[config.mk]
export PLATFORM = sky130hd
export DESIGN_NAME = sdram_bank_decoder
export DESIGN_NICKNAME = d
export VERILOG_FILES = /design/src/rtl/sdram_bank_decoder.sv
export SDC_FILE = /design/constraint.sdc
export NUM_CORES = 1
export LEC_CHECK = 0
export BUFFER_PORTS_ARGS = -buffer_cell sky130_fd_sc_hd__buf_4
export CAP_MARGIN = 20
export CORE_MARGIN = 2
export CORE_UTILIZATION = 35
export CTS_CLUSTER_DIAMETER = 50
export CTS_CLUSTER_SIZE = 8
export DETAILED_ROUTE_END_ITERATION = 8
export GPL_TIMING_DRIVEN = 0
export PLACE_DENSITY = 0.65
export SLEW_MARGIN = 20
export SYNTH_ARGS = -nofsm -noshare
export SYNTH_HDL_FRONTEND = slang
export SYNTH_SLANG_ARGS = --single-unit
[constraint.sdc]
create_clock -name clk -period 4.95 [get_ports clk]
set_input_delay 0.495 -clock clk [delete_from_list [all_inputs] [get_ports clk]]
set_output_delay 0.495 -clock clk [all_outputs]
set_load 0.02 [all_outputs]
[src/rtl/sdram_bank_decoder.sv]
module sdram_bank_decoder #(
  parameter int NBANK     = 4,
  parameter int AW        = 32,
  parameter int BASE_LSB  = 23,
  parameter int CODE_LSB  = 17,
  parameter int MIN_SHIFT = 22
) (
  input  logic                clk,
  input  logic                rst_n,
  input  logic                ctrl_en,
  input  logic [NBANK*AW-1:0] bank_cfg,
  input  logic [AW-1:0]       addr,
  output logic                hit,
  output logic [((NBANK > 1) ? $clog2(NBANK) : 1)-1:0] bank_idx,
  output logic [AW-1:0]       offset,
  output logic [NBANK-1:0]    size_err,
  output logic                overlap
);
  localparam int IW = (NBANK > 1) ? $clog2(NBANK) : 1;

  logic [NBANK-1:0] match, bad;
  logic [AW-1:0]    diff [NBANK];

  for (genvar g = 0; g < NBANK; g++) begin : g_bank
    logic [AW-1:0] word, base;
    logic [2:0]    code;
    assign word    = bank_cfg[g*AW +: AW];
    assign base    = {word[AW-1:BASE_LSB], {BASE_LSB{1'b0}}};
    assign code    = word[CODE_LSB +: 3];
    assign diff[g] = addr - base;
    assign bad[g]  = word[0] & (code == 3'd7);
    assign match[g] = ctrl_en & word[0] & (code != 3'd7) & (addr >= base)
                    & ((diff[g] >> (MIN_SHIFT + int'(code))) == '0);
  end

  logic [IW-1:0] sel_idx;
  logic [AW-1:0] sel_off;

  always_comb begin
    sel_idx = '0;
    sel_off = '0;
    for (int i = NBANK - 1; i >= 0; i--) begin
      if (match[i]) begin
        sel_idx = IW'(i);
        sel_off = diff[i];
      end
    end
  end

  always_ff @(posedge clk) begin
    if (!rst_n) begin
      hit      <= 1'b0;
      bank_idx <= '0;
      offset   <= '0;
      size_err <= '0;
      overlap  <= 1'b0;
    end else begin
      hit      <= |match;
      bank_idx <= sel_idx;
      offset   <= sel_off;
      size_err <= bad;
      overlap  <= $countones(match) > 1;
    end
  end
endmodule

==> report_table.html, run 1 <==
<table>
<tr><th>Metric</th><th>Value</th></tr>
<tr><th colspan="2">Cells and area</th></tr>
<tr><td>Highest-count cells in the layout ignoring fill and taps</td><td>124 x sky130_fd_sc_hd__buf_4, 50 x sky130_fd_sc_hd__inv_1, 40 x sky130_fd_sc_hd__dfxtp_1</td></tr>
<tr><td>Fraction of layout cells with a size suffix above 1</td><td>0.280</td></tr>
<tr><td>Total Nets Final</td><td>762</td></tr>
<tr><td>Area of the multi-input gates</td><td>2360 um2</td></tr>
<tr><td>Util after Layout</td><td>0.492</td></tr>
<tr><td>Register area</td><td>801 um2</td></tr>
<tr><td>Antenna Diode Count</td><td>0</td></tr>
<tr><td>Number of filler instances in the final layout</td><td>923</td></tr>
<tr><td>Most common cell after layout, fill and taps aside</td><td>sky130_fd_sc_hd__buf_4</td></tr>
<tr><td>Area Overhead vs Synth</td><td>35.0%</td></tr>
<tr><th colspan="2">Timing</th></tr>
<tr><td>Maximum clock frequency</td><td>0.267 GHz</td></tr>
<tr><td>Total Negative Setup Slacks</td><td>0 ps</td></tr>
<tr><td>Number of failing hold endpoints at the final stage</td><td>0</td></tr>
<tr><td>Slew Viols, Final</td><td>0</td></tr>
<tr><td>Share of the clock period used by the worst path after layout</td><td>0.756</td></tr>
<tr><td>Unrepaired setup endpoints after global routing</td><td>false</td></tr>
<tr><td>Worst Max-Slew Pin Slew</td><td>841 ps</td></tr>
<tr><td>Time the worst path needs with I/O delays and setup</td><td>between 3000 and 4000 ps</td></tr>
<tr><td>Final setup violation count</td><td>0</td></tr>
<tr><td>Max_slew headroom</td><td>0.434</td></tr>
<tr><th colspan="2">Synth</th></tr>
<tr><td>Post-synth top area cell</td><td>sky130_fd_sc_hd__dfxtp_1</td></tr>
<tr><td>Synthesized instance count</td><td>423</td></tr>
<tr><td>Mean Syn Cell Area</td><td>approximately 8 um2</td></tr>
<tr><td>Adder and majority cell fraction of the synthesized area</td><td>0.166</td></tr>
<tr><td>Sequential cell area fraction in the yosys report</td><td>0.235</td></tr>
<tr><td>Post-synthesis cell area</td><td>~3400 um2</td></tr>
<tr><td>Number of warnings printed during yosys synthesis</td><td>0</td></tr>
<tr><td>Number of storage elements in the synthesis netlist</td><td>40</td></tr>
<tr><td>Dominant combinational cell family by area after synthesis</td><td>simple AND/OR/NAND/NOR gates</td></tr>
<tr><td>Largest cells by area after synthesis</td><td>sky130_fd_sc_hd__dfxtp_1 24%, sky130_fd_sc_hd__ha_1 14%, sky130_fd_sc_hd__and3_1 5.5%</td></tr>
<tr><td>Number of enable-type register cells in the synthesized netlist</td><td>0</td></tr>
<tr><td>Mux cell area share after synthesis</td><td>0.0162</td></tr>
<tr><td>Post-Synth XOR/XNOR Area</td><td>0.0464</td></tr>
<tr><td>Post-synthesis simple-gate area fraction</td><td>0.245</td></tr>
<tr><td>Fraction of synthesis flops using an asynchronous set or reset pin</td><td>0</td></tr>
<tr><td>Commonest register cell after synthesis</td><td>sky130_fd_sc_hd__dfxtp_1</td></tr>
<tr><td>Area fraction of the dominant cell type after synthesis</td><td>0.235</td></tr>
<tr><td>Unique masters post-synth</td><td>66</td></tr>
<tr><td>Synthesized-area fraction occupied by ao, oa, aoi and oai cells</td><td>0.217</td></tr>
<tr><th colspan="2">Critical path</th></tr>
<tr><td>Slowest cell on crit path</td><td>sky130_fd_sc_hd__nor4_1</td></tr>
<tr><td>Required time of the worst setup path</td><td>5130 ps</td></tr>
<tr><td>Count of buffering cells on the critical path with inverters included</td><td>4</td></tr>
<tr><td>Family of cells with the greatest summed delay on the critical path</td><td>adder cells</td></tr>
<tr><td>Arrival time worst endpoint</td><td>roughly 3900 ps</td></tr>
<tr><td>Capturing element type of the critical path</td><td>register</td></tr>
<tr><td>Setup Crit Path Kind</td><td>input port to register</td></tr>
<tr><td>Delay of the slowest cell on the worst path</td><td>between 700 and 800 ps</td></tr>
<tr><td>CP cell instances</td><td>buf_4, inv_1, ha_1, inv_1, fa_1, a21o_1, a21oi_1, xor2_1, a31oi_1, nor4_1, buf_2, fa_1, a21oi_1, nor2_1</td></tr>
<tr><td>Highest net fanout along the worst path</td><td>10</td></tr>
<tr><td>Element type at the critical path start</td><td>input port</td></tr>
<tr><th colspan="2">CTS</th></tr>
<tr><td>TritonCTS sink count</td><td>40</td></tr>
<tr><td>Maximum level of the CTS H-tree</td><td>2</td></tr>
<tr><td>CTS root buffer</td><td>sky130_fd_sc_hd__clkbuf_8</td></tr>
<tr><td>Hold Buf Count CTS</td><td>0</td></tr>
<tr><td>Clock tree from TritonCTS</td><td>done</td></tr>
<tr><td>Post-CTS setup repair buffer count</td><td>0</td></tr>
<tr><td>Resized cells post-CTS</td><td>0</td></tr>
<tr><td>Clock slew at reported path FFs</td><td>100 ps</td></tr>
<tr><td>TritonCTS buffer count</td><td>5</td></tr>
<tr><td>Clock buffer depth</td><td>2</td></tr>
<tr><th colspan="2">GRT</th></tr>
<tr><td>First-pass GRT wire length</td><td>15900 um</td></tr>
<tr><td>Leftover overflow at the end of global routing</td><td>0</td></tr>
<tr><td>Global-route total usage across every layer</td><td>0.192</td></tr>
<tr><td>Antenna violations before repair</td><td>0</td></tr>
<tr><td>Via count of the first global-routing pass</td><td>3293</td></tr>
<tr><td>Pin count of the biggest net entering global routing</td><td>14</td></tr>
<tr><th colspan="2">Die</th></tr>
<tr><td>Die height</td><td>103 um</td></tr>
<tr><td>Area enclosed by the die boundary</td><td>about 11000 um2</td></tr>
<tr><td>Initial core utilization</td><td>0.365</td></tr>
<tr><td>Die W</td><td>103 um</td></tr>
<tr><td>Top-level I/O count</td><td>203</td></tr>
<tr><td>Core outline area</td><td>between 9000 and 10000 um2</td></tr>
<tr><td>Count of standard-cell rows</td><td>35</td></tr>
<tr><th colspan="2">Drt</th></tr>
<tr><td>Detail-routed net length per standard cell</td><td>about 15 um</td></tr>
<tr><td>Final routed DRC violation total</td><td>0</td></tr>
<tr><td>First-pass detailed-route iteration total</td><td>5</td></tr>
<tr><td>Vias per inst</td><td>around 5.1</td></tr>
<tr><td>Via count</td><td>3525</td></tr>
<tr><td>Starting DRC count in detailed routing</td><td>between 150 and 200</td></tr>
<tr><td>Number of antenna-violating nets in the routed design</td><td>0</td></tr>
<tr><td>Aggregate routed wire length</td><td>10300 um</td></tr>
<tr><th colspan="2">Pwr</th></tr>
<tr><td>Leakage component of the power</td><td>0.00234 uW</td></tr>
<tr><td>Worst ir drop on vdd</td><td>between 90 and 100 uV</td></tr>
<tr><td>Power density over the cells</td><td>between 150 and 200 nW/um2</td></tr>
<tr><th colspan="2">Hold path</th></tr>
<tr><td>Type of the most critical hold path</td><td>input port to register</td></tr>
<tr><th colspan="2">Place</th></tr>
<tr><td>Final Wtd Congestion</td><td>0.858</td></tr>
<tr><td>Count of buffers from port buffering</td><td>about 120</td></tr>
<tr><td>Post-detailed-placement half-perimeter wirelength</td><td>8400 um</td></tr>
<tr><th colspan="2">Flow run</th></tr>
<tr><td>Maximum Capacitance Violations</td><td>0</td></tr>
<tr><th colspan="2">Run status</th></tr>
<tr><td>Run status</td><td>completed</td></tr>
</table>
-- registers in the layout, indices dropped and copies added (netlist names) --
register and count:
offset 32, size_err 4, hit 1, bank_idx 2, overlap 1
-- synthesized netlist by cell type (2+ instances only) --
library cell and number:
sky130_fd_sc_hd__inv_1 50, sky130_fd_sc_hd__dfxtp_1 40, sky130_fd_sc_hd__ha_1 37, sky130_fd_sc_hd__and3_1 30
sky130_fd_sc_hd__a21oi_1 29, sky130_fd_sc_hd__nor2_1 27, sky130_fd_sc_hd__nand2_1 18, sky130_fd_sc_hd__nor3_1 16
sky130_fd_sc_hd__a21o_1 11, sky130_fd_sc_hd__nor2b_1 10, sky130_fd_sc_hd__nor4_1 9, sky130_fd_sc_hd__xnor2_1 9
sky130_fd_sc_hd__xor2_1 9, sky130_fd_sc_hd__nand3_1 8, sky130_fd_sc_hd__o21ai_0 8, sky130_fd_sc_hd__clkbuf_1 7
sky130_fd_sc_hd__nand2b_1 7, sky130_fd_sc_hd__a31oi_1 6, sky130_fd_sc_hd__buf_2 6, sky130_fd_sc_hd__o21a_1 6
sky130_fd_sc_hd__fa_1 5, sky130_fd_sc_hd__nand4_1 4, sky130_fd_sc_hd__o2111ai_1 4, sky130_fd_sc_hd__o211ai_1 4
sky130_fd_sc_hd__o311a_1 4, sky130_fd_sc_hd__and2_1 3, sky130_fd_sc_hd__mux2_2 3, sky130_fd_sc_hd__nor3b_1 3
sky130_fd_sc_hd__o311ai_0 3, sky130_fd_sc_hd__or2_2 3, sky130_fd_sc_hd__or3_1 3, sky130_fd_sc_hd__a21oi_2 2
sky130_fd_sc_hd__a31o_2 2, sky130_fd_sc_hd__a41oi_1 2, sky130_fd_sc_hd__nand3b_1 2, sky130_fd_sc_hd__o21ai_1 2
sky130_fd_sc_hd__o31a_1 2
-- final cells by class --
cell class,count,area share
Timing Repair Buffer,124,0.203
Inverter,51,0.0417
Clock buffer,5,0.0150
Clock inverter,3,0.00409
Buffer,13,0.0123
Tap cell,129,0.0351
Sequential cell,40,0.174
Multi-Input combinational cell,322,0.515
-- final timing paths --
kind,startpoint,to,slack (ps),cells after the start
max,addr[23],overlap$_SDFF_PN0_,1210,14
min,addr[20],offset[20]$_SDFF_PN0_,430,2
-- metrics by stage --
stage | worst slack, ps | power (uW) | hold WS [ps] | instance area (um2) | cells
after floorplan | 1510 | 551 | 621 | 3410 | 426
after global placement | 958 | 667 | 733 | 4500 | 679
after detailed placement | 949 | 674 | 736 | 4500 | 679
after CTS | 1260 | 902 | 416 | 4590 | 687
after global routing | 991 | 949 | 418 | 4590 | 687
final | 1210 | 897 | 428 | 4590 | 687
-- cells by family (layout without fill, tap and decap cells) --
group,after synthesis,in the layout
multiplexers,5,5
AND/OR/NAND/NOR,150,150
buffers and inverters,64,196
AO/OA/AOI/OAI,103,103
flip-flops,40,40
other,1,4
XOR/XNOR,18,18
adder cells (fa/ha/maj),42,42
-- per-layer routing --
metal / up-vias / global-route usage / wire (um) / part of all wire
li1: 1792 / - / - / -
met1: 1567 / 0.257 / 4610 / 0.45
met2: 152 / 0.325 / 4630 / 0.45
met3: 14 / 0.0298 / 883 / 0.086
met4: 0 / 0.0462 / 164 / 0.016
met5: - / 0 / 0 / 0
-- power by group --
group          switching [uW]  leakage [uW]  internal (uW)  total [uW]
clock                     128     0.0000479           98.7         227
combinational             184       0.00197            160         344
sequential              0.886      0.000324            325         326
Note: power is estimated with default switching activity, not from simulation.
==> run 2: changes to the inputs <==
==> constraint.sdc (replaced) <==
create_clock -name clk -period 3.7 [get_ports clk]
set_input_delay 0.37 -clock clk [delete_from_list [all_inputs] [get_ports clk]]
set_output_delay 0.37 -clock clk [all_outputs]
set_load 0.02 [all_outputs]
==> report_table.html, run 2 (synthesis gave the netlist of run 1 again) <==
<table>
<tr><th>Metric</th><th>Value</th></tr>
<tr><th colspan="2">Drt</th></tr>
<tr><td>Number of antenna-violating nets in the routed design</td><td>0 (unchanged)</td></tr>
<tr><td>Aggregate routed wire length</td><td>10300 um (about the same)</td></tr>
<tr><td>Final routed DRC violation total</td><td>0 (unchanged)</td></tr>
<tr><td>Starting DRC count in detailed routing</td><td>178 (was 158)</td></tr>
<tr><td>Via count</td><td>3532 (was 3525)</td></tr>
<tr><td>First-pass detailed-route iteration total</td><td>5 (unchanged)</td></tr>
<tr><td>Detail-routed net length per standard cell</td><td>15.0 um (about the same)</td></tr>
<tr><td>Vias per inst</td><td>5.14 (was 5.13)</td></tr>
<tr><th colspan="2">Cells and area</th></tr>
<tr><td>Antenna Diode Count</td><td>0 (unchanged)</td></tr>
<tr><td>Area Overhead vs Synth</td><td>35.6% (was 35.0%)</td></tr>
<tr><td>Final Cell Area</td><td>4610 um2 (was 4590 um2)</td></tr>
<tr><td>Largest registers</td><td>offset (32), size_err (4), bank_idx (2) (unchanged)</td></tr>
<tr><td>Highest-count cells in the layout ignoring fill and taps</td><td>124 x sky130_fd_sc_hd__buf_4, 50 x sky130_fd_sc_hd__inv_1, 40 x sky130_fd_sc_hd__dfxtp_1 (unchanged)</td></tr>
<tr><td>Final cell count without fillers</td><td>687 (unchanged)</td></tr>
<tr><td>Fraction of layout cells with a size suffix above 1</td><td>0.283 (was 0.280)</td></tr>
<tr><td>Total Nets Final</td><td>762 (unchanged)</td></tr>
<tr><td>Number of flip-flops in the largest register</td><td>32 (unchanged)</td></tr>
<tr><td>Register with the most flip-flops</td><td>offset (unchanged)</td></tr>
<tr><td>Most common cell after layout, fill and taps aside</td><td>sky130_fd_sc_hd__buf_4 (unchanged)</td></tr>
<tr><th colspan="2">Place</th></tr>
<tr><td>Count of buffers from port buffering</td><td>124 (unchanged)</td></tr>
<tr><td>Placed cell count</td><td>679 (unchanged)</td></tr>
<tr><td>Worst slack at placement</td><td>-176 ps (was 949 ps)</td></tr>
<tr><td>Final Wtd Congestion</td><td>0.858 (unchanged)</td></tr>
<tr><td>Post-detailed-placement half-perimeter wirelength</td><td>8400 um (unchanged)</td></tr>
<tr><td>Area after detailed placement</td><td>4500 um2 (unchanged)</td></tr>
<tr><th colspan="2">Die</th></tr>
<tr><td>Count of standard-cell rows</td><td>35 (unchanged)</td></tr>
<tr><td>Area enclosed by the die boundary</td><td>10500 um2 (unchanged)</td></tr>
<tr><td>Top-level I/O count</td><td>203 (unchanged)</td></tr>
<tr><td>Initial core utilization</td><td>0.365 (unchanged)</td></tr>
<tr><td>Die height</td><td>103 um (unchanged)</td></tr>
<tr><td>Core outline area</td><td>9330 um2 (unchanged)</td></tr>
<tr><td>Die W</td><td>103 um (unchanged)</td></tr>
<tr><th colspan="2">CTS</th></tr>
<tr><td>Clock tree from TritonCTS</td><td>done (unchanged)</td></tr>
<tr><td>CTS root buffer</td><td>sky130_fd_sc_hd__clkbuf_8 (unchanged)</td></tr>
<tr><td>TritonCTS buffer count</td><td>5 (unchanged)</td></tr>
<tr><td>Clock slew at reported path FFs</td><td>90 ps (was 100 ps)</td></tr>
<tr><td>TritonCTS sink count</td><td>40 (unchanged)</td></tr>
<tr><td>Clock buffer depth</td><td>2 (unchanged)</td></tr>
<tr><td>Maximum level of the CTS H-tree</td><td>2 (unchanged)</td></tr>
<tr><th colspan="2">Critical path</th></tr>
<tr><td>Setup Crit Path Kind</td><td>input port to register (unchanged)</td></tr>
<tr><td>Element type at the critical path start</td><td>input port (unchanged)</td></tr>
<tr><td>Highest net fanout along the worst path</td><td>9 (was 10)</td></tr>
<tr><td>Arrival time worst endpoint</td><td>3630 ps (was 3920 ps)</td></tr>
<tr><td>Capturing element type of the critical path</td><td>register (unchanged)</td></tr>
<tr><td>Required time of the worst setup path</td><td>3880 ps (was 5130 ps)</td></tr>
<tr><th colspan="2">Timing</th></tr>
<tr><td>Total Negative Setup Slacks</td><td>0 ps (unchanged)</td></tr>
<tr><td>Maximum clock frequency</td><td>between 0.2 and 0.3 GHz</td></tr>
<tr><td>Unrepaired setup endpoints after global routing</td><td>false (unchanged)</td></tr>
<tr><td>Worst Max-Slew Pin Slew</td><td>527 ps (was 841 ps)</td></tr>
<tr><td>Max_slew headroom</td><td>0.649 (was 0.434)</td></tr>
<tr><td>Share of the clock period used by the worst path after layout</td><td>0.931</td></tr>
<tr><td>Final setup violation count</td><td>0 (unchanged)</td></tr>
<tr><td>Smallest setup slack after layout</td><td>255 ps (was 1210 ps)</td></tr>
<tr><td>Time the worst path needs with I/O delays and setup</td><td>3450 ps</td></tr>
<tr><td>Number of failing hold endpoints at the final stage</td><td>0 (unchanged)</td></tr>
<tr><td>Slew Viols, Final</td><td>0 (unchanged)</td></tr>
<tr><th colspan="2">Pwr</th></tr>
<tr><td>Switching share of power</td><td>0.351 (was 0.349)</td></tr>
<tr><td>Overall power of the completed layout</td><td>1200 uW (was 897 uW)</td></tr>
<tr><td>Cell-internal power</td><td>782 uW (was 584 uW)</td></tr>
<tr><td>Power density over the cells</td><td>261 nW/um2 (was 195 nW/um2)</td></tr>
<tr><td>Clock power share</td><td>0.252 (was 0.253)</td></tr>
<tr><td>Leakage component of the power</td><td>0.00235 uW (was 0.00234 uW)</td></tr>
<tr><td>Switching Power</td><td>422 uW (was 313 uW)</td></tr>
<tr><td>Sequential power share</td><td>0.362 (was 0.363)</td></tr>
<tr><td>Worst ir drop on vdd</td><td>132 uV (was 98.8 uV)</td></tr>
<tr><td>Combinational group share of total power</td><td>0.386 (was 0.384)</td></tr>
<tr><th colspan="2">GRT</th></tr>
<tr><td>Most Crowded Layer GR</td><td>met2 (unchanged)</td></tr>
<tr><td>Met2 Resource Use GR</td><td>0.325 (unchanged)</td></tr>
<tr><td>Antenna violations before repair</td><td>0 (unchanged)</td></tr>
<tr><td>First-pass GRT wire length</td><td>15900 um (unchanged)</td></tr>
<tr><td>Leftover overflow at the end of global routing</td><td>0 (unchanged)</td></tr>
<tr><td>Met3 track demand over resource in global routing</td><td>0.0298 (unchanged)</td></tr>
<tr><td>Pin count of the biggest net entering global routing</td><td>14 (unchanged)</td></tr>
<tr><td>Met1 track utilization from global routing</td><td>0.257 (unchanged)</td></tr>
<tr><td>Via count of the first global-routing pass</td><td>3293 (unchanged)</td></tr>
<tr><td>Global-route total usage across every layer</td><td>0.192 (unchanged)</td></tr>
<tr><th colspan="2">Run status</th></tr>
<tr><td>Run status</td><td>completed (unchanged)</td></tr>
<tr><th colspan="2">Flow run</th></tr>
<tr><td>Maximum Capacitance Violations</td><td>0 (unchanged)</td></tr>
<tr><th colspan="2">Hold path</th></tr>
<tr><td>Type of the most critical hold path</td><td>input port to register (unchanged)</td></tr>
</table>
[run 2: cell counts in the layout (fill, tap and decap cells not counted)]
Identical to the previous run, type by type.
[run 2: what timing repair did]
item,in CTS,in global routing
setup buffers,0,0
gates resized for setup,0,3
setup endpoints to repair,0,25
hold buffers,0,0
[run 2: layout make-up]
| cell class | instances | area, um2 |
|---|---|---|
| fill | 920 | 4720 |
| multi-input combinational | 322 | 2380 |
| timing repair buffer | 124 | 931 |
| sequential | 40 | 801 |
| inverter | 51 | 191 |
| tap | 129 | 161 |
| clock buffer | 5 | 68.8 |
| buffer | 13 | 56.3 |
| clock inverter | 3 | 18.8 |
[run 2: power by group through the flow]
| stage | combinational, uW | clock (uW) | sequential [uW] |
|---|---|---|---|
| after global routing | 511 | 326 | 437 |
| after CTS | 457 | 313 | 436 |
| final | 465 | 303 | 436 |
| after floorplan | 284 | 0 | 453 |
| after global placement | 446 | 0 | 446 |
| after detailed placement | 455 | 0 | 446 |
[run 2: critical path, cell delays in order]
cell and delay, ps:
sky130_fd_sc_hd__buf_4 110, sky130_fd_sc_hd__inv_1 150, sky130_fd_sc_hd__ha_1 190, sky130_fd_sc_hd__inv_1 50, sky130_fd_sc_hd__fa_1 390, sky130_fd_sc_hd__a21o_1 220
sky130_fd_sc_hd__a21oi_4 190, sky130_fd_sc_hd__o21ai_1 130, sky130_fd_sc_hd__a221oi_2 240, sky130_fd_sc_hd__mux2_1 190, sky130_fd_sc_hd__o2111ai_1 100, sky130_fd_sc_hd__or3_1 380
sky130_fd_sc_hd__buf_2 190, sky130_fd_sc_hd__inv_2 130, sky130_fd_sc_hd__fa_1 420, sky130_fd_sc_hd__a21oi_1 130, sky130_fd_sc_hd__nor2_1 50
[run 2: worst paths after layout]
| kind | start | to | slack [ps] | cells after the start |
|---|---|---|---|---|
| worst max-delay path | addr[23] | overlap$_SDFF_PN0_ | 250 | 17 |
| worst min-delay path | addr[6] | offset[6]$_SDFF_PN0_ | 300 | 2 |
[run 2: per-stage QoR]
stage	hold WS, ps	util
2_1_floorplan	496	-
3_3_place_gp	608	0.483
3_5_place_dp	611	0.483
4_1_cts	291	0.492
5_1_grt	293	0.494
6_report	305	0.494
[run 2: metal layers]
layer  vias to the layer above  share of wire
met1                      1577           0.46
li1                       1791              -
met4                         0          0.017
met2                       148           0.45
met3                        16          0.076
met5                         -              0
==> run 3: changes to the inputs <==
--- a/config.mk
+++ b/config.mk
@@ -13,7 +13,7 @@
 export CTS_CLUSTER_SIZE = 8
 export DETAILED_ROUTE_END_ITERATION = 8
 export GPL_TIMING_DRIVEN = 0
-export PLACE_DENSITY = 0.65
+export PLACE_DENSITY = 0.75
 export SLEW_MARGIN = 20
 export SYNTH_ARGS = -nofsm -noshare
 export SYNTH_HDL_FRONTEND = slang
==> report_table.html, run 3 (synthesis gave the netlist of run 1 again) <==
<table>
<tr><th>Metric</th><th>Value</th></tr>
<tr><th colspan="2">Run status</th></tr>
<tr><td>Run status</td><td>completed (unchanged)</td></tr>
<tr><th colspan="2">Place</th></tr>
<tr><td>Worst slack at placement</td><td>-203 ps (was -176 ps)</td></tr>
<tr><td>Final Wtd Congestion</td><td>0.909 (was 0.858)</td></tr>
<tr><td>Count of buffers from port buffering</td><td>124 (unchanged)</td></tr>
<tr><td>Post-detailed-placement half-perimeter wirelength</td><td>8610 um (was 8400 um)</td></tr>
<tr><td>Area after detailed placement</td><td>4500 um2 (unchanged)</td></tr>
<tr><th colspan="2">Drt</th></tr>
<tr><td>Final routed DRC violation total</td><td>0 (unchanged)</td></tr>
<tr><td>Number of antenna-violating nets in the routed design</td><td>0 (unchanged)</td></tr>
<tr><td>Via count</td><td>3618 (was 3532)</td></tr>
<tr><td>Starting DRC count in detailed routing</td><td>204 (was 178)</td></tr>
<tr><td>First-pass detailed-route iteration total</td><td>5 (unchanged)</td></tr>
<tr><td>Detail-routed net length per standard cell</td><td>15.2 um (was 15.0 um)</td></tr>
<tr><td>Vias per inst</td><td>5.27 (was 5.14)</td></tr>
<tr><td>Aggregate routed wire length</td><td>10400 um (was 10300 um)</td></tr>
<tr><th colspan="2">Hold path</th></tr>
<tr><td>Min-Delay Path Depth</td><td>2 (unchanged)</td></tr>
<tr><td>Type of the most critical hold path</td><td>input port to register (unchanged)</td></tr>
<tr><td>WHS Endpoint</td><td>offset[16]$_SDFF_PN0_ (was offset[6]$_SDFF_PN0_)</td></tr>
<tr><td>Min-delay src</td><td>addr[16] (was addr[6])</td></tr>
<tr><th colspan="2">Cells and area</th></tr>
<tr><td>Total Nets Final</td><td>762 (unchanged)</td></tr>
<tr><td>Highest-count cells in the layout ignoring fill and taps</td><td>124 x sky130_fd_sc_hd__buf_4, 50 x sky130_fd_sc_hd__inv_1, 40 x sky130_fd_sc_hd__dfxtp_1 (unchanged)</td></tr>
<tr><td>Area Overhead vs Synth</td><td>35.9% (was 35.6%)</td></tr>
<tr><td>Area of the multi-input gates</td><td>2370 um2 (was 2380 um2)</td></tr>
<tr><td>Register with the most flip-flops</td><td>offset (unchanged)</td></tr>
<tr><td>Most common cell after layout, fill and taps aside</td><td>sky130_fd_sc_hd__buf_4 (unchanged)</td></tr>
<tr><td>Antenna Diode Count</td><td>0 (unchanged)</td></tr>
<tr><td>Final Cell Area</td><td>4620 um2 (was 4610 um2)</td></tr>
<tr><td>Fraction of layout cells with a size suffix above 1</td><td>0.281 (was 0.283)</td></tr>
<tr><td>Register area</td><td>801 um2 (unchanged)</td></tr>
<tr><td>Number of flip-flops in the largest register</td><td>32 (unchanged)</td></tr>
<tr><td>Largest registers</td><td>offset (32), size_err (4), bank_idx (2) (unchanged)</td></tr>
<tr><td>Number of filler instances in the final layout</td><td>918 (was 920)</td></tr>
<tr><th colspan="2">GRT</th></tr>
<tr><td>Leftover overflow at the end of global routing</td><td>0 (unchanged)</td></tr>
<tr><td>Pin count of the biggest net entering global routing</td><td>13 (was 14)</td></tr>
<tr><td>Via count of the first global-routing pass</td><td>3385 (was 3293)</td></tr>
<tr><td>First-pass GRT wire length</td><td>15900 um (about the same)</td></tr>
<tr><td>Antenna violations before repair</td><td>0 (unchanged)</td></tr>
<tr><td>Global-route total usage across every layer</td><td>0.192 (about the same)</td></tr>
<tr><th colspan="2">Pwr</th></tr>
<tr><td>Worst ir drop on vdd</td><td>124 uV (was 132 uV)</td></tr>
<tr><td>Sequential power share</td><td>0.348 (was 0.362)</td></tr>
<tr><td>Power density over the cells</td><td>271 nW/um2 (was 261 nW/um2)</td></tr>
<tr><td>Switching Power</td><td>404 uW (was 422 uW)</td></tr>
<tr><td>Clock power share</td><td>0.284 (was 0.252)</td></tr>
<tr><td>Leakage component of the power</td><td>0.00235 uW (about the same)</td></tr>
<tr><td>Switching share of power</td><td>0.322 (was 0.351)</td></tr>
<tr><td>Combinational group share of total power</td><td>0.368 (was 0.386)</td></tr>
<tr><td>Overall power of the completed layout</td><td>1250 uW (was 1200 uW)</td></tr>
<tr><td>Cell-internal power</td><td>850 uW (was 782 uW)</td></tr>
<tr><th colspan="2">CTS</th></tr>
<tr><td>TritonCTS sink count</td><td>40 (unchanged)</td></tr>
<tr><td>CTS root buffer</td><td>sky130_fd_sc_hd__clkbuf_8 (unchanged)</td></tr>
<tr><td>Clock slew at reported path FFs</td><td>80 ps (was 90 ps)</td></tr>
<tr><td>TritonCTS buffer count</td><td>5 (unchanged)</td></tr>
<tr><td>Clock buffer depth</td><td>2 (unchanged)</td></tr>
<tr><td>Hold Buf Count CTS</td><td>0 (unchanged)</td></tr>
<tr><td>Maximum level of the CTS H-tree</td><td>2 (unchanged)</td></tr>
<tr><td>Clock tree from TritonCTS</td><td>done (unchanged)</td></tr>
<tr><th colspan="2">Timing</th></tr>
<tr><td>Smallest setup slack after layout</td><td>217 ps (was 255 ps)</td></tr>
<tr><td>Final setup violation count</td><td>0 (unchanged)</td></tr>
<tr><td>Unrepaired setup endpoints after global routing</td><td>false (unchanged)</td></tr>
<tr><td>Slew Viols, Final</td><td>0 (unchanged)</td></tr>
<tr><td>Total Negative Setup Slacks</td><td>0 ps (unchanged)</td></tr>
<tr><td>Time the worst path needs with I/O delays and setup</td><td>3480 ps (was 3450 ps)</td></tr>
<tr><td>Maximum clock frequency</td><td>0.287 GHz (was 0.290 GHz)</td></tr>
<tr><td>Number of failing hold endpoints at the final stage</td><td>0 (unchanged)</td></tr>
<tr><td>Worst Max-Slew Pin Slew</td><td>588 ps (was 527 ps)</td></tr>
<tr><td>Share of the clock period used by the worst path after layout</td><td>0.941 (was 0.931)</td></tr>
<tr><td>Max_slew headroom</td><td>0.608 (was 0.649)</td></tr>
<tr><th colspan="2">Die</th></tr>
<tr><td>Die height</td><td>103 um (unchanged)</td></tr>
<tr><td>Top-level I/O count</td><td>203 (unchanged)</td></tr>
<tr><td>Count of standard-cell rows</td><td>35 (unchanged)</td></tr>
<tr><td>Area enclosed by the die boundary</td><td>10500 um2 (unchanged)</td></tr>
<tr><td>Core outline area</td><td>9330 um2 (unchanged)</td></tr>
<tr><td>Die W</td><td>103 um (unchanged)</td></tr>
<tr><td>Initial core utilization</td><td>0.365 (unchanged)</td></tr>
<tr><th colspan="2">Critical path</th></tr>
<tr><td>Element type at the critical path start</td><td>input port (unchanged)</td></tr>
<tr><td>CP cell instances</td><td>buf_4, inv_1, ha_1, inv_1, fa_1, a21o_1, a21oi_2, o21ai_1, a221oi_2, mux2_1, o2111ai_1, or3_1, buf_2, inv_2, fa_1, a21oi_1, nor2_1 (was buf_4, inv_1, ha_1, inv_1, fa_1, a21o_1, a21oi_4, o21ai_1, a221oi_2, mux2_1, o2111ai_1, or3_1, buf_2, inv_2, fa_1, a21oi_1, nor2_1)</td></tr>
<tr><td>Highest net fanout along the worst path</td><td>9 (unchanged)</td></tr>
<tr><td>Arrival time worst endpoint</td><td>3670 ps (was 3630 ps)</td></tr>
<tr><td>Delay of the slowest cell on the worst path</td><td>420 ps (about the same)</td></tr>
<tr><td>Slowest cell on crit path</td><td>sky130_fd_sc_hd__fa_1 (unchanged)</td></tr>
<tr><td>Capturing element type of the critical path</td><td>register (unchanged)</td></tr>
<tr><td>Setup Crit Path Kind</td><td>input port to register (unchanged)</td></tr>
<tr><td>Required time of the worst setup path</td><td>3880 ps (about the same)</td></tr>
<tr><th colspan="2">Flow run</th></tr>
<tr><td>Maximum Capacitance Violations</td><td>0 (unchanged)</td></tr>
</table>
==> run 3: worst max path at each step <==
stage,endpoint,from,cells past startpoint,slack (ps)
5_1_grt,overlap$_SDFF_PN0_,addr[23],14,30
2_1_floorplan,overlap$_SDFF_PN0_,addr[23],16,380
4_1_cts,offset[0]$_SDFF_PN0_,addr[23],15,100
6_report,overlap$_SDFF_PN0_,addr[23],17,220
3_5_place_dp,offset[0]$_SDFF_PN0_,addr[23],15,-200
3_3_place_gp,overlap$_SDFF_PN0_,addr[23],14,-140
==> run 3: routing by layer <==
metal / routed length [um] / global-route usage / share of wire / vias to the layer above
li1: - / - / - / 1794
met1: 4560 / 0.250 / 0.44 / 1650
met2: 4910 / 0.332 / 0.47 / 156
met3: 755 / 0.0183 / 0.072 / 18
met4: 228 / 0.0677 / 0.022 / 0
met5: 0 / 0 / 0 / -
==> run 3: worst max-delay path: cells and delay by family <==
family                   cells  cell delay [ps]
multiplexers                 1              190
AO/OA/AOI/OAI                6             1020
AND/OR/NAND/NOR              2              430
buffers and inverters        5              640
adder cells (fa/ha/maj)      3             1010
==> run 3: cell type report <==
type / instances / share of cell area
buffer: 13 / 0.0122
clock buffer: 6 / 0.0157
clock inverter: 2 / 0.00758
inverter: 51 / 0.0414
multi-input combinational: 322 / 0.514
sequential: 40 / 0.173
tap: 129 / 0.0349
timing repair buffer: 124 / 0.201
==> run 3: timing repair <==
item | in CTS | in global routing
gates resized for setup | 0 | 2
setup endpoints to repair | 0 | 26
setup buffers | 0 | 0
==> run 3: stage by stage <==
stage / instances / hold slack [ps] / util
floorplan: 426 / 496 / -
global placement: 679 / 609 / 0.483
detailed placement: 679 / 612 / 0.483
CTS: 687 / 303 / 0.494
global route: 687 / 317 / 0.496
finish: 687 / 318 / 0.496
==> run 3: power by group through the flow <==
stage / Combinational (uW) / Clock, uW / Sequential, uW
final: 461 / 356 / 436
after global routing: 507 / 378 / 437
after CTS: 455 / 367 / 436
after detailed placement: 453 / 0 / 446
after global placement: 441 / 0 / 446
after floorplan: 284 / 0 / 453
